**src/rtl/cpm_pkg.sv**
```systemverilog
package cpm_pkg;

    localparam int ADDR_BITS = 12;

    localparam logic [ADDR_BITS-1:0] OFS_WAKE      = 12'h010;
    localparam logic [ADDR_BITS-1:0] OFS_STATUS    = 12'h040;
    localparam logic [ADDR_BITS-1:0] OFS_CTRL_BASE = 12'h100;
    localparam logic [ADDR_BITS-1:0] OFS_CTRL_STEP = 12'h010;
    localparam logic [ADDR_BITS-1:0] OFS_DEBUG     = 12'h180;

    localparam int STATUS_STRIDE = 4;
    localparam int DBG_OTHER_BIT = 24;
    localparam int DBG_CORE_BIT0 = 20;
    localparam int DBG_PERIPH_BIT = 19;

    localparam logic [1:0] ARM_STANDBY = 2'd3;

    typedef enum logic [1:0] {
        CS_RUN  = 2'd0,
        CS_WAKE = 2'd1,
        CS_STBY = 2'd3
    } core_st_e;

    typedef struct packed {
        logic wake_req;
        logic armed;
        logic wfi;
    } core_in_t;

    typedef struct packed {
        core_st_e st;
        logic     pwr_en;
        logic     rst_out;
        logic     wake_done;
        logic     sb_enter;
    } core_out_t;

    function automatic logic [ADDR_BITS-1:0] ctrl_ofs(input int n);
        return OFS_CTRL_BASE + ADDR_BITS'(n) * OFS_CTRL_STEP;
    endfunction

    function automatic logic [31:0] dbg_mask(input int ncores);
        logic [31:0] m;
        m = '0;
        m[DBG_OTHER_BIT]  = 1'b1;
        m[DBG_PERIPH_BIT] = 1'b1;
        for (int i = 0; i < ncores; i++) m[DBG_CORE_BIT0 + i] = 1'b1;
        return m;
    endfunction

endpackage

```
**src/rtl/cpm_core_seq.sv**
```systemverilog
module cpm_core_seq
    import cpm_pkg::*;
#(
    parameter int WAKE_CYCLES = 8,
    parameter bit RESET_RUN   = 1'b0
) (
    input  logic      clk,
    input  logic      rst,
    input  core_in_t  ci,
    output core_out_t co
);
    localparam int CNT_W = $clog2(WAKE_CYCLES + 1);
    localparam int CHK_W = CNT_W + 1;

    core_st_e   state_q;
    logic [CNT_W-1:0] cnt_q;
    logic       go_standby;

    assign go_standby = (state_q == CS_RUN) && !ci.wake_req && ci.armed && ci.wfi;

    always_ff @(posedge clk) begin
        if (rst) begin
            state_q <= RESET_RUN ? CS_RUN : CS_STBY;
            cnt_q   <= '0;
        end else begin
            case (state_q)
                CS_STBY: begin
                    if (ci.wake_req) begin
                        state_q <= CS_WAKE;
                        cnt_q   <= CNT_W'(WAKE_CYCLES - 1);
                    end
                end
                CS_WAKE: begin
                    if (cnt_q == '0) state_q <= CS_RUN;
                    else             cnt_q   <= cnt_q - 1'b1;
                end
                CS_RUN: begin
                    if (go_standby) state_q <= CS_STBY;
                end
                default: state_q <= CS_STBY;
            endcase
        end
    end

    always_comb begin
        co.st        = state_q;
        co.pwr_en    = (state_q != CS_STBY);
        co.rst_out   = (state_q != CS_RUN);
        co.wake_done = ci.wake_req &&
                       ((state_q == CS_RUN) || (state_q == CS_WAKE && cnt_q == '0));
        co.sb_enter  = go_standby;
    end

    // Independent cycle counter used only by the checks below.
    logic [CHK_W-1:0] chk_wake_cnt;
    always_ff @(posedge clk) begin
        if (rst) chk_wake_cnt <= '0;
        else if (state_q == CS_WAKE) chk_wake_cnt <= chk_wake_cnt + 1'b1;
        else chk_wake_cnt <= '0;
    end

    assert_wake_length_R3: assert property (@(posedge clk) disable iff (rst)
        ($past(state_q) == CS_WAKE && state_q == CS_RUN) |-> chk_wake_cnt == CHK_W'(WAKE_CYCLES));

    assert_standby_holds_R5: assert property (@(posedge clk) disable iff (rst)
        (state_q == CS_STBY && !ci.wake_req) |=> state_q == CS_STBY);

    assert_unarmed_wfi_runs_R6: assert property (@(posedge clk) disable iff (rst)
        (state_q == CS_RUN && !ci.armed) |=> state_q == CS_RUN);

    assert_request_beats_wfi_R10: assert property (@(posedge clk) disable iff (rst)
        (state_q == CS_RUN && ci.wake_req) |=> state_q == CS_RUN);

    assert_waking_never_sleeps_R3: assert property (@(posedge clk) disable iff (rst)
        (state_q == CS_WAKE) |=> state_q != CS_STBY);

endmodule

```
**src/rtl/cpm_regfile.sv**
```systemverilog
module cpm_regfile
    import cpm_pkg::*;
#(
    parameter int NUM_CORES = 4,
    parameter int ADDR_W    = 12,
    parameter int DATA_W    = 32
) (
    input  logic                      clk,
    input  logic                      rst,
    input  logic [ADDR_W-1:0]         addr,
    input  logic                      we,
    input  logic [DATA_W-1:0]         wdata,
    output logic [DATA_W-1:0]         rdata,
    input  logic [NUM_CORES-1:0][1:0] core_st,
    input  logic [NUM_CORES-1:0]      wake_done,
    input  logic [NUM_CORES-1:0]      sb_enter,
    output logic [NUM_CORES-1:0]      wake_req,
    output logic [NUM_CORES-1:0]      armed
);
    localparam logic [DATA_W-1:0] DBG_MASK = DATA_W'(dbg_mask(NUM_CORES));

    logic [NUM_CORES-1:0]      wake_q;
    logic [NUM_CORES-1:0][1:0] ctrl_q;
    logic [DATA_W-1:0]         dbg_q;
    logic [DATA_W-1:0]         status_w;

    logic                 wr_wake, wr_dbg;
    logic [NUM_CORES-1:0] wr_ctrl;
    logic                 hit_map;

    always_comb begin
        wr_wake = we && (addr == ADDR_W'(OFS_WAKE));
        wr_dbg  = we && (addr == ADDR_W'(OFS_DEBUG));
        hit_map = (addr == ADDR_W'(OFS_WAKE)) || (addr == ADDR_W'(OFS_DEBUG)) ||
                  (addr == ADDR_W'(OFS_STATUS));
        for (int n = 0; n < NUM_CORES; n++) begin
            wr_ctrl[n] = we && (addr == ADDR_W'(ctrl_ofs(n)));
            if (addr == ADDR_W'(ctrl_ofs(n))) hit_map = 1'b1;
        end
    end

    always_ff @(posedge clk) begin
        if (rst) begin
            wake_q <= '0;
            dbg_q  <= '0;
        end else begin
            wake_q <= (wake_q & ~wake_done) | (wr_wake ? wdata[NUM_CORES-1:0] : '0);
            if (wr_dbg) dbg_q <= wdata & DBG_MASK;
        end
    end

    for (genvar n = 0; n < NUM_CORES; n++) begin : g_ctrl
        always_ff @(posedge clk) begin
            if (rst)              ctrl_q[n] <= '0;
            else if (wr_ctrl[n])  ctrl_q[n] <= wdata[1:0];
            else if (sb_enter[n]) ctrl_q[n] <= '0;
        end

        assign armed[n] = (ctrl_q[n] == ARM_STANDBY);

        assert_arm_cleared_R5: assert property (@(posedge clk) disable iff (rst)
            (sb_enter[n] && !wr_ctrl[n]) |=> ctrl_q[n] == 2'd0);

        assert_req_clears_only_when_done_R3: assert property (@(posedge clk) disable iff (rst)
            $fell(wake_q[n]) |-> $past(wake_done[n]));

        assert_running_req_clears_R4: assert property (@(posedge clk) disable iff (rst)
            (wake_q[n] && core_st[n] == 2'd0 && !(wr_wake && wdata[n])) |=> !wake_q[n]);
    end

    always_comb begin
        status_w = '0;
        for (int n = 0; n < NUM_CORES; n++)
            status_w[STATUS_STRIDE*n +: 2] = core_st[n];
    end

    always_comb begin
        rdata = '0;
        if (addr == ADDR_W'(OFS_WAKE))        rdata = DATA_W'(wake_q);
        else if (addr == ADDR_W'(OFS_STATUS)) rdata = status_w;
        else if (addr == ADDR_W'(OFS_DEBUG))  rdata = dbg_q;
        for (int n = 0; n < NUM_CORES; n++)
            if (addr == ADDR_W'(ctrl_ofs(n))) rdata = DATA_W'(ctrl_q[n]);
    end

    assign wake_req = wake_q;

    assert_unmapped_write_ignored_R9: assert property (@(posedge clk) disable iff (rst)
        (we && !hit_map) |=> ($stable(dbg_q) && $stable(ctrl_q)));

    assert_debug_mask_R8: assert property (@(posedge clk) disable iff (rst)
        (dbg_q & ~DBG_MASK) == '0);

endmodule

```
**src/rtl/cpm_power_ctrl.sv**
```systemverilog
module cpm_power_ctrl
    import cpm_pkg::*;
#(
    parameter int NUM_CORES   = 4,
    parameter int ADDR_W      = 12,
    parameter int DATA_W      = 32,
    parameter int WAKE_CYCLES = 8
) (
    input  logic                 clk,
    input  logic                 rst,
    input  logic [ADDR_W-1:0]    bus_addr,
    input  logic                 bus_we,
    input  logic [DATA_W-1:0]    bus_wdata,
    output logic [DATA_W-1:0]    bus_rdata,
    input  logic [NUM_CORES-1:0] core_wfi,
    output logic [NUM_CORES-1:0] core_pwr_en,
    output logic [NUM_CORES-1:0] core_rst
);
    logic [NUM_CORES-1:0][1:0] core_st;
    logic [NUM_CORES-1:0]      wake_done, sb_enter, wake_req, armed;

    cpm_regfile #(
        .NUM_CORES(NUM_CORES),
        .ADDR_W   (ADDR_W),
        .DATA_W   (DATA_W)
    ) regs_i (
        .clk      (clk),
        .rst      (rst),
        .addr     (bus_addr),
        .we       (bus_we),
        .wdata    (bus_wdata),
        .rdata    (bus_rdata),
        .core_st  (core_st),
        .wake_done(wake_done),
        .sb_enter (sb_enter),
        .wake_req (wake_req),
        .armed    (armed)
    );

    for (genvar n = 0; n < NUM_CORES; n++) begin : g_core
        core_in_t  ci;
        core_out_t co;

        assign ci.wake_req = wake_req[n];
        assign ci.armed    = armed[n];
        assign ci.wfi      = core_wfi[n];

        cpm_core_seq #(
            .WAKE_CYCLES(WAKE_CYCLES),
            .RESET_RUN  (n == 0)
        ) seq_i (
            .clk(clk),
            .rst(rst),
            .ci (ci),
            .co (co)
        );

        assign core_st[n]     = co.st;
        assign core_pwr_en[n] = co.pwr_en;
        assign core_rst[n]    = co.rst_out;
        assign wake_done[n]   = co.wake_done;
        assign sb_enter[n]    = co.sb_enter;

        assert_reset_until_run_R3: assert property (@(posedge clk) disable iff (rst)
            ($fell(core_rst[n])) |-> $past(core_pwr_en[n]));
    end

endmodule

```
**config.mk**
```make
export PLATFORM = sky130hd
export DESIGN_NAME = cpm_power_ctrl
export DESIGN_NICKNAME = d
export VERILOG_FILES = /design/src/rtl/cpm_pkg.sv /design/src/rtl/cpm_core_seq.sv /design/src/rtl/cpm_regfile.sv /design/src/rtl/cpm_power_ctrl.sv
export SDC_FILE = /design/constraint.sdc
export NUM_CORES = 1
export LEC_CHECK = 0
export ABC_CLOCK_PERIOD_IN_PS = 1680
export BUFFER_PORTS_ARGS = -buffer_cell sky130_fd_sc_hd__buf_4
export CORE_UTILIZATION = 45
export DETAILED_ROUTE_END_ITERATION = 7
export GPL_TIMING_DRIVEN = 0
export PLACE_DENSITY = 0.83
export SLEW_MARGIN = 20
export SYNTH_ARGS = -nofsm -noshare
export SYNTH_HDL_FRONTEND = slang
export SYNTH_SLANG_ARGS = --single-unit
```
**constraint.sdc**
```tcl
create_clock -name clk -period 1.68 [get_ports clk]
set_input_delay 0.084 -clock clk [delete_from_list [all_inputs] [get_ports clk]]
set_output_delay 0.084 -clock clk [all_outputs]
set_load 0.02 [all_outputs]
```
# Word level (Yosys, flattened, before mapping)
# Cells that the tools add are included.
classes:
  reduce_logical: 62
  eq_ne: 39
  muxes: 44
  add_sub_neg: 4
  bitwise_logic: 3
op_table:
  columns: ["cell", "n"]
  rows:
  - ["2-to-1 mux 32 bit", 6]
  - ["equality test 12 x 9 -> 1 bit, second input constant", 5]
  - ["2-to-1 mux 2 bit", 20]
  - ["2-to-1 mux 4 bit", 9]
  - ["inequality test 2 bit, second input constant", 16]
  - ["one-hot mux 4 bit (2 select lines)", 4]
  - ["logical AND 1 bit", 26]
  - ["2-to-1 mux 25 bit", 1]
  - ["one-hot mux 2 bit (3 select lines)", 4]
  - ["AND reduction 3 bit", 8]
  - ["nonzero test 2 bit", 12]
  - ["equality test 2 bit, second input constant", 8]
  - ["zero test 4 bit", 4]
  - ["subtractor 4 x 1 -> 4 bit, second input constant", 4]
  - ["equality test 12 x 5 -> 1 bit, second input constant", 1]
  - ["equality test 12 x 7 -> 1 bit, second input constant", 1]
  - ["equality test 2 x 1 -> 1 bit, second input constant", 4]
  - ["zero test 2 bit", 4]
  - ["inequality test 2 x 1 -> 1 bit, second input constant", 4]
  - ["AND 4 bit", 1]
  - ["zero test 1 bit", 4]
  - ["logical OR 1 bit", 4]
  - ["NOT 4 bit", 1]
  - ["bitwise OR 4 bit", 1]
word_totals:
  wordCells: 166
  register_bits: 42

# Logic depth before layout (Yosys ltp)
# Gate-level depths: netlist of run 1.
logic_depth:
  depth_word: 8
  mapped_depth: 6
  ltp_nobuf: 6

# Hierarchy
# A second synthesis of run 1 with hierarchy kept.
unflattened:
  hier_cells: 306
  area_unflattened_um2: 2656.3
by_module_without_submodules:
  columns: ["module", "area_each_um2", "instances", "cells_each", "seq_area_each_um2"]
  rows:
  - ["cpm_regfile", 1261.2, 1, 146, 360.3]
  - ["cpm_core_seq (g_core[1].seq_i ...)", 351.6, 3, 40, 120.1]
  - ["cpm_core_seq (g_core[0].seq_i)", 340.3, 1, 40, 120.1]

# Least setup slack after synthesis of run 1
# OpenSTA, ideal clock, no wires.
synth_path:
  path_type: "input port to output port"
  from: "in bus_addr[2]"
  to: "out bus_rdata[13]"
  stages: 4
  slack_ns: -0.078
  required_ns: 1.596
  path_buffers: 1
  arrival_ns: 1.674
  cell_sequence: "or4_4 -> or2_1 -> clkbuf_1 -> nor4_1"
synth_between:
  elab_chain_cells: 7
  word_cells_on_any_way: 12
  classes_between: "eq/ne: 6; mux: 6"
synth_rtl:
  columns: ["element", "line_no", "rtl"]
  rows:
  - ["from (decl)", "cpm_power_ctrl.sv:11", "input logic [ADDR_W-1:0] bus_addr,"]
  - ["equality test 12 x 7 -> 1 bit", null, null]
  - ["2-to-1 mux 32 bit", "cpm_regfile.sv:80", "else if (addr == ADDR_W'(OFS_STATUS)) rdata = status_w;"]
  - ["2-to-1 mux 32 bit", "cpm_regfile.sv:79", "if (addr == ADDR_W'(OFS_WAKE)) rdata = DATA_W'(wake_q);"]
  - ["2-to-1 mux 32 bit (3 in series)", "cpm_regfile.sv:83", "if (addr == ADDR_W'(ctrl_ofs(n))) rdata = DATA_W'(ctrl_q[n]);"]
  - ["2-to-1 mux 32 bit (*)", "cpm_regfile.sv:83", null]
  - ["to (decl)", "cpm_power_ctrl.sv:14", "output logic [DATA_W-1:0] bus_rdata,"]
# Every way passes the cells marked *; elsewhere a longest branch is shown, timed or not.

# Worst setup path in the final report of run 1
layout_path:
  from: "reg g_core[0].seq_i.state_q[0]"
  to: "out bus_rdata[0]"
layout_between:
  elab_chain_cells: 6
layout_rtl:
  columns: ["element", "line_no", "rtl"]
  rows:
  - ["from (decl)", "cpm_core_seq.sv:15", "core_st_e state_q;"]
  - ["from (signal assigned)", "cpm_core_seq.sv:23", "state_q <= RESET_RUN ? CS_RUN : CS_STBY;"]
  - ["2-to-1 mux 32 bit", "cpm_regfile.sv:80", null]
  - ["2-to-1 mux 32 bit", "cpm_regfile.sv:79", null]
  - ["2-to-1 mux 32 bit (4 in series)", "cpm_regfile.sv:83", null]
# No other way between the ends.

==> results of run 1 <==
-- metal layers --
metal	wire length [um]	track usage, %	up-vias
met5	0	0	-
met4	76	8.113	0
met3	451	3.294	10
met2	3163	35.66	91
met1	2654	26.00	1190
li1	-	-	1242
-- sequential cells by signal (all words and copies together) (netlist names) --
name	count
regs_i.wake_req	4
g_core.seq_i.cnt_q	16
g_core.seq_i.state_q	8
regs_i.dbg_q	6
regs_i.ctrl_q	8
-- through the flow --
step	setup TNS, ps	power (uW)	worst slack, ps
CTS	-16.19	2099	-16.19
detailed placement	-5148	1337	-397.2
finish	0	2092	4.306
floorplan	-313.3	1230	-78.33
global route	-297.8	2177	-83.19
global placement	-4571	1330	-400.6
-- Yosys cell counts (all sizes together), types with 5 or more instances --
library cell   n  area share [%]
ha             8             3.9
nand3         14             2.7
mux2i         10             3.9
a311oi         5             1.7
buf           26             7.6
a21oi         15             2.9
or4            5             1.6
and2          12             2.9
o21ai         12             2.3
or3b           7             2.4
dfxtp         42              33
nor4          10             3.2
inv           18             2.6
nand3b         5             1.5
nor3          11             2.3
and3           6             1.5
nand2         21             3.1
nor2          23             3.3
clkbuf        14             2.1
a211oi         7             2.0
-- worst min-delay path by stage --
stage,endpoint,slack (ps)
6_report,g_core[3].seq_i.state_q[0],10
5_1_grt,g_core[3].seq_i.state_q[0],10
4_1_cts,g_core[1].seq_i.state_q[0],10
3_5_place_dp,g_core[1].seq_i.state_q[0],310
3_3_place_gp,g_core[1].seq_i.state_q[0],310
2_1_floorplan,g_core[1].seq_i.state_q[0],190
-- power by group through the flow --
stage | clock, uW | sequential (uW) | combinational, uW
3_3_place_gp | 0 | 1040 | 288
5_1_grt | 826 | 1030 | 325
3_5_place_dp | 0 | 1040 | 293
6_report | 768 | 1020 | 300
2_1_floorplan | 0 | 1040 | 191
4_1_cts | 781 | 1020 | 295
-- cell type report --
cell class	count	area, um2
clock buffers	7	76.32
fillers	482	2153
multi-input cells	231	1554
plain buffers	37	242.7
inverters	18	67.56
repair buffers	56	442.9
well taps	72	90.09
clock inverters	1	30.03
flip-flops and latches	42	849.6
-- worst max-delay path: cells and delay by family (launching register included) --
kind	cells	cell delay, ps
compound gates	3	380
buf+inv	1	160
flops	1	350
simple gates	1	410
-- cells in the final DEF (no fill, tap or decap), types with 5 or more instances in the layout --
master	n
ha_1	7
conb_1	16
nand3_1	14
buf_4	74
buf_6	7
nor2_1	22
clkbuf_1	9
nor3_1	9
a21oi_1	15
nand3b_1	5
a211oi_1	5
or3b_2	5
and2_1	8
a311oi_1	5
nor4_1	6
mux2i_1	10
dfxtp_1	37
and3_1	6
o21ai_0	11
nand2_1	21
clkbuf_8	5
inv_1	16
-- logic make-up (layout without fill, tap and decap cells) --
group	count (synthesis)	after routing	share of synthesized area, %
simple gates	138	138	31.51
buf+inv	58	119	12.36
compound gates	53	53	13.43
flops	42	42	32.57
mux	12	12	4.750
fa+ha+maj	8	8	3.878
xor+xnor	4	4	1.357
other cells	1	16	0.1453
-- what timing repair did --
action / CTS / global route
setup buffers: 3 / 2
pin swaps: 4 / 5
gates resized for setup: 13 / 23
setup endpoints to repair: 22 / 19
==> out/metrics.yaml, run 1 <==
detailed_routing:
  wl_um: 6346
  wl_per_cell_um: 13.68
  drc_errors: 0
  routed_via_density: 5.459
  drt_iter0_drc: 120
  antenna_left: 0
  drt_first_pass_iters: 4
  vias: 2533
placed_design:
  gp_congestion: 0.8897
  dpl_cell_area_um2: 3115
  port_buffers: 51
  hpwl_um: 4690
  post-place-cells: 454
worst_hold_path:
  hp-class: "in -> reg"
  min_path_cells: 2
  worstHoldStart: "rst"
critical_path:
  cp_max_fo: 2
  worstPathArrival_ps: 1590
  worstSetupPathType: "reg -> out"
  cp_cell_sequence: "or4bb_1, a21boi_2, o22ai_1, a21oi_1, buf_4"
  critPathLaunchType: "flop"
  critPathRequiredTime_ps: 1600
  r2r_start: "g_core[3].seq_i.cnt_q[1]"
  critPathCaptureType: "primary output"
  r2r-end: "g_core[3].seq_i.state_q[0]"
  crit_path_top_delay_cell: "or4bb_1"
  reg2reg_slack_ps: 40
  rr_worst_depth: 5
  cp-endpoint: "bus_rdata[0]"
  worstSetupStartpoint: "g_core[0].seq_i.state_q[0]"
  slowest_delay_ps: 410
run:
  cap_violations: 0
die:
  num_rows: 27
  io_pins: 91
  coreArea_um2: 5507
  die_area_um2: 6043
  initial_core_util_pct: 46.88
  die_w_um: 77.74
  die_h_um: 77.74
grt:
  grt_antenna_before_repair: 0
  grt_overflow_total: 0
  grtUsageTotal_pct: 20.82
  grt_pass1_wl_um: 9998
  grt_pass1_vias: 2244
  grt_max_degree: 13
power:
  p_comb_share_pct: 14.3
  internal-power_uw: 1587
  switching_share_pct: 24.17
  p_switching_uw: 505.6
  peakVddDrop_mv: 0.4695
  p_seq_share_pct: 48.9
  clockPowerShare_pct: 36.7
  p_leak_uw: 0.001385
  power.density_nw_per_um2: 624.0
clocking:
  holdBufCountCts: 0
  clkSlewWorstSetupHoldPaths_ps: 80
  numCtsBuffers: 5
  clockRootBuffer: "clkbuf_8"
  tritoncts: "done"
  numClockSinks: 42
  cts_max_level: 2
  cts_max_path_buffers: 2
  clock_latency_ps: 290
layout:
  fin_nets: 450
  design_area_um2: 3353
  diodes: 0
  drive_gt1_share_pct: 32.40
  area_growth_pct: 29.91
  fin_util_pct: 60.90
  layout.cells.non_filler: 464
yosys:
  seq_area_frac_synth_pct: 32.57
  synth-edff-count: 0
  synthCells: 316
  ys_types: 50
  syn_area_per_cell_um2: 8.168
  synth_area_um2: 2581
  yosysWarnings: 0
  async_reset_ff_share_pct: 0
  ys.flop_type: "dfxtp_1"
  synth_seq_cells: 42
sta:
  hold_slack_ps: 14.75
  finalClockSkew_ps: 5.974
  tightest_slew_ps: 611.0
  hold_violations: 0
  fin_crit_sh_pct: 99.74
  slew_violations: 0
  period_needed_ps: 1676
  max_slew_margin_pct: 58.93
  max_freq_ghz: 0.5968
  rsz0062_at_grt: "true"
  setup_violations: 0
outcome:
  outcome: "complete, no violations"
No activity file was read; power rests on OpenSTA's default activity.
==> run 2: changes to the inputs <==
--- a/config.mk
+++ b/config.mk
@@ -5,12 +5,14 @@
 export SDC_FILE = /design/constraint.sdc
 export NUM_CORES = 1
 export LEC_CHECK = 0
-export ABC_CLOCK_PERIOD_IN_PS = 1680
+export ABC_AREA = 1
+export ABC_CLOCK_PERIOD_IN_PS = 1620
 export BUFFER_PORTS_ARGS = -buffer_cell sky130_fd_sc_hd__buf_4
-export CORE_UTILIZATION = 45
+export CAP_MARGIN = 20
+export CORE_UTILIZATION = 49
 export DETAILED_ROUTE_END_ITERATION = 7
 export GPL_TIMING_DRIVEN = 0
-export PLACE_DENSITY = 0.83
+export PLACE_DENSITY = 0.86
 export SLEW_MARGIN = 20
 export SYNTH_ARGS = -nofsm -noshare
 export SYNTH_HDL_FRONTEND = slang
==> constraint.sdc (replaced) <==
create_clock -name clk -period 1.62 [get_ports clk]
set_input_delay 0.081 -clock clk [delete_from_list [all_inputs] [get_ports clk]]
set_output_delay 0.081 -clock clk [all_outputs]
set_load 0.02 [all_outputs]
==> run 2 against run 1 <==
Net effect:
- core utilization grew 4.1 points
- final cell count grew 7.8%
- synthesized cell count grew 14%
- largest cell class unchanged
- largest power group unchanged
- critical path type unchanged
- clock power grew 6.5%
- register-to-register slack gained 200 ps
- first-iteration DRC count grew 3.3%
- non-clock buffer count shrank 13
==> out/metrics.yaml, run 2 <==
outcome:
  outcome: "complete, no violations"
critical_path:
  reg2reg_slack_ps: 240  # +200 ps
  cp_max_fo: 5  # +3
  worstSetupPathType: "reg -> out"
  worstPathArrival_ps: 1390  # -200 ps
  r2r_start: "g_core[1].seq_i.cnt_q[0]"
  rr_worst_depth: 8  # +3
  r2r-end: "g_core[1].seq_i.cnt_q[3]"
  critPathLaunchType: "flop"
  critPathRequiredTime_ps: 1540  # -60 ps
  critPathCaptureType: "primary output"
die:
  initial_core_util_pct: 51.92  # +5.0 points
  die_w_um: 73.45  # -5.5%
  die_h_um: 73.45  # -5.5%
  coreArea_um2: 4817  # -13%
  num_rows: 25  # -7.4%
  io_pins: 91  # unchanged
  die_area_um2: 5394  # -11%
sta:
  tightest_slew_ps: 579.9  # -31.10 ps
  max_freq_ghz: 0.6802
  hold_violations: 0  # unchanged
  tns_ps: 0  # unchanged
  period_needed_ps: 1470
  slew_violations: 0  # unchanged
  setup_violations: 0  # unchanged
  fin_crit_sh_pct: 90.75
  finalClockSkew_ps: 4.207  # -1.767 ps
  max_slew_margin_pct: 61.34  # +2.4 points
  hold_slack_ps: 35.43  # +20.68 ps
  rsz0062_at_grt: "false"
clocking:
  clkSlewWorstSetupHoldPaths_ps: 80  # about the same
  clockRootBuffer: "clkbuf_8"
  numClockSinks: 42  # unchanged
  clock_latency_ps: 300  # about the same
  holdBufCountCts: 0  # unchanged
  cts_max_path_buffers: 2  # unchanged
  cts_max_level: 2  # unchanged
  post_cts_buffers: 0  # -3
  cts_resized: 0  # -13
  tritoncts: "done"
  numCtsBuffers: 5  # unchanged
yosys:
  ys_types: 30  # -40%
  ys.flop_type: "dfxtp_1"
  synth-edff-count: 0  # unchanged
  synth_common_cells: "nand2_1 (71), inv_1 (47), dfxtp_1 (42), nor2_1 (36), a21oi_1 (27)"
  synthTopCellsByArea: "dfxtp_1 (34%), nand2_1 (11%), buf_4 (7.2%)"
  synth_area_um2: 2501  # -3.1%
  yosysTopAreaCellShare_pct: 33.62  # +1.0 points
  syn_area_per_cell_um2: 6.967  # -15%
  synthCells: 359  # +14%
  yosysTopAreaCell: "dfxtp_1"
  async_reset_ff_share_pct: 0  # unchanged
  seq_area_frac_synth_pct: 33.62  # +1.0 points
  yosysMostFrequentCell: "nand2_1"
  synth_seq_cells: 42  # unchanged
  yosysWarnings: 0  # unchanged
placed_design:
  dpl_cell_area_um2: 3024  # -2.9%
  post-place-cells: 492  # +8.4%
  gp_congestion: 0.8906  # +0.10%
  port_buffers: 51  # unchanged
  hpwl_um: 4508  # -3.9%
power:
  internal-power_uw: 1617  # +1.9%
  power.density_nw_per_um2: 679.9  # +9.0%
  peakVddDrop_mv: 0.5545  # +18%
  switching_share_pct: 24.07  # -0.099 points
  p_comb_share_pct: 12.1  # -2.2 points
  clockPowerShare_pct: 38.4  # +1.7 points
  p_leak_uw: 0.001487  # +7.3%
  p_seq_share_pct: 49.5  # +0.6 points
  p_switching_uw: 512.4  # +1.3%
layout:
  fin_util_pct: 65.01  # +4.1 points
  layout_common_cells: "buf_4 (75), nand2_1 (71), inv_1 (47), dfxtp_1 (41), nor2_1 (36)"
  design_area_um2: 3132  # -6.6%
  layout.cells.non_filler: 500  # +7.8%
  top_regs: "g_core.seq_i.cnt_q: 16 flops, g_core.seq_i.state_q: 8 flops, regs_i.ctrl_q: 8 flops"
  regMostFlops: "g_core.seq_i.cnt_q"
  largest_reg_flops: 16  # unchanged
  mostFrequentLayoutCell: "buf_4"
  fin_nets: 491  # +9.1%
  area_growth_pct: 25.21
  drive_gt1_share_pct: 24.48  # -7.9 points
  diodes: 0  # unchanged
detailed_routing:
  drc_errors: 0  # unchanged
  drt_first_pass_iters: 4  # unchanged
  routed_via_density: 4.966  # -9.0%
  vias: 2483  # -2.0%
  wl_um: 5806  # -8.5%
  wl_per_cell_um: 11.61  # -15%
  antenna_left: 0  # unchanged
  drt_iter0_drc: 124  # +3.3%
grt:
  grt_pass1_wl_um: 9515  # -4.8%
  grt_max_degree: 13  # unchanged
  grt_overflow_total: 0  # unchanged
  grt_pass1_vias: 2262  # +0.80%
  grtUsageTotal_pct: 23.02  # +2.2 points
  grt_antenna_before_repair: 0  # unchanged
run:
  cap_violations: 0  # unchanged
worst_hold_path:
  whs_endpoint: "regs_i.wake_req[3]"
  worstHoldStart: "bus_wdata[3]"
  min_path_cells: 3  # +1
  hp-class: "in -> reg"
-- run 2: power groups by stage --
stage	Combinational [uW]	Sequential [uW]	Clock (uW)
2_1_floorplan	162	1070	0
3_3_place_gp	253	1080	0
3_5_place_dp	256	1080	0
4_1_cts	258	1050	837
5_1_grt	281	1050	871
6_report	258	1050	818
-- run 2: final cells by class --
class | count | area, um2
timing repair buffer | 51 | 382.9
sequential | 42 | 842.1
clock inverter | 1 | 30.03
clock buffer | 7 | 76.32
inverter | 52 | 195.2
multi-input combinational | 251 | 1315
buffer | 29 | 206.4
tap | 67 | 83.83
fill | 449 | 1685
-- run 2: how the worst max path moves through the flow --
stage	from	to	slack [ps]	cells past startpoint
after global placement	rst	regs_i.dbg_q[23]	260	5
final	g_core[0].seq_i.state_q[0]	bus_rdata[0]	150	9
after detailed placement	g_core[1].seq_i.cnt_q[0]	g_core[1].seq_i.cnt_q[3]	240	8
after global routing	g_core[0].seq_i.state_q[0]	bus_rdata[0]	50	9
after floorplan	g_core[1].seq_i.cnt_q[0]	g_core[1].seq_i.cnt_q[3]	400	8
after CTS	g_core[0].seq_i.state_q[0]	bus_rdata[0]	110	9
-- run 2: layer usage --
metal | part of all wire, % | track usage (%) | wire length (um)
met1 | 42 | 26.25 | 2411
met5 | 0 | 0 | 0
met3 | 6.5 | 3.978 | 376
met4 | 2.2 | 10.68 | 130
met2 | 50 | 41.49 | 2888
-- run 2: worst max-delay path: stages, from the launching register on --
cell,delay (ps)
dfxtp_2,350
inv_1,160
nor2_1,70
nand2_1,60
nand3_1,60
nand2_1,60
nand2_1,50
nand2_1,60
nand2_1,60
buf_4,160
-- run 2: cell families (layout without fill, tap and decap cells) --
family          count (synthesis)  in the layout  synth area share [%]
compound gates                 56             56                 12.96
xor+xnor                        4              4                 1.401
fa+ha+maj                       8              8                 4.002
buf+inv                        81            140                 16.06
flops                          42             42                 33.62
other cells                     1             16                0.1499
simple gates                  167            167                 31.82
-- run 2: metrics by stage --
stage,power (uW),worst slack [ps]
6_report,2129,149.9
5_1_grt,2206,51.29
4_1_cts,2147,108.4
3_5_place_dp,1333,236.0
3_3_place_gp,1329,255.1
2_1_floorplan,1236,403.6
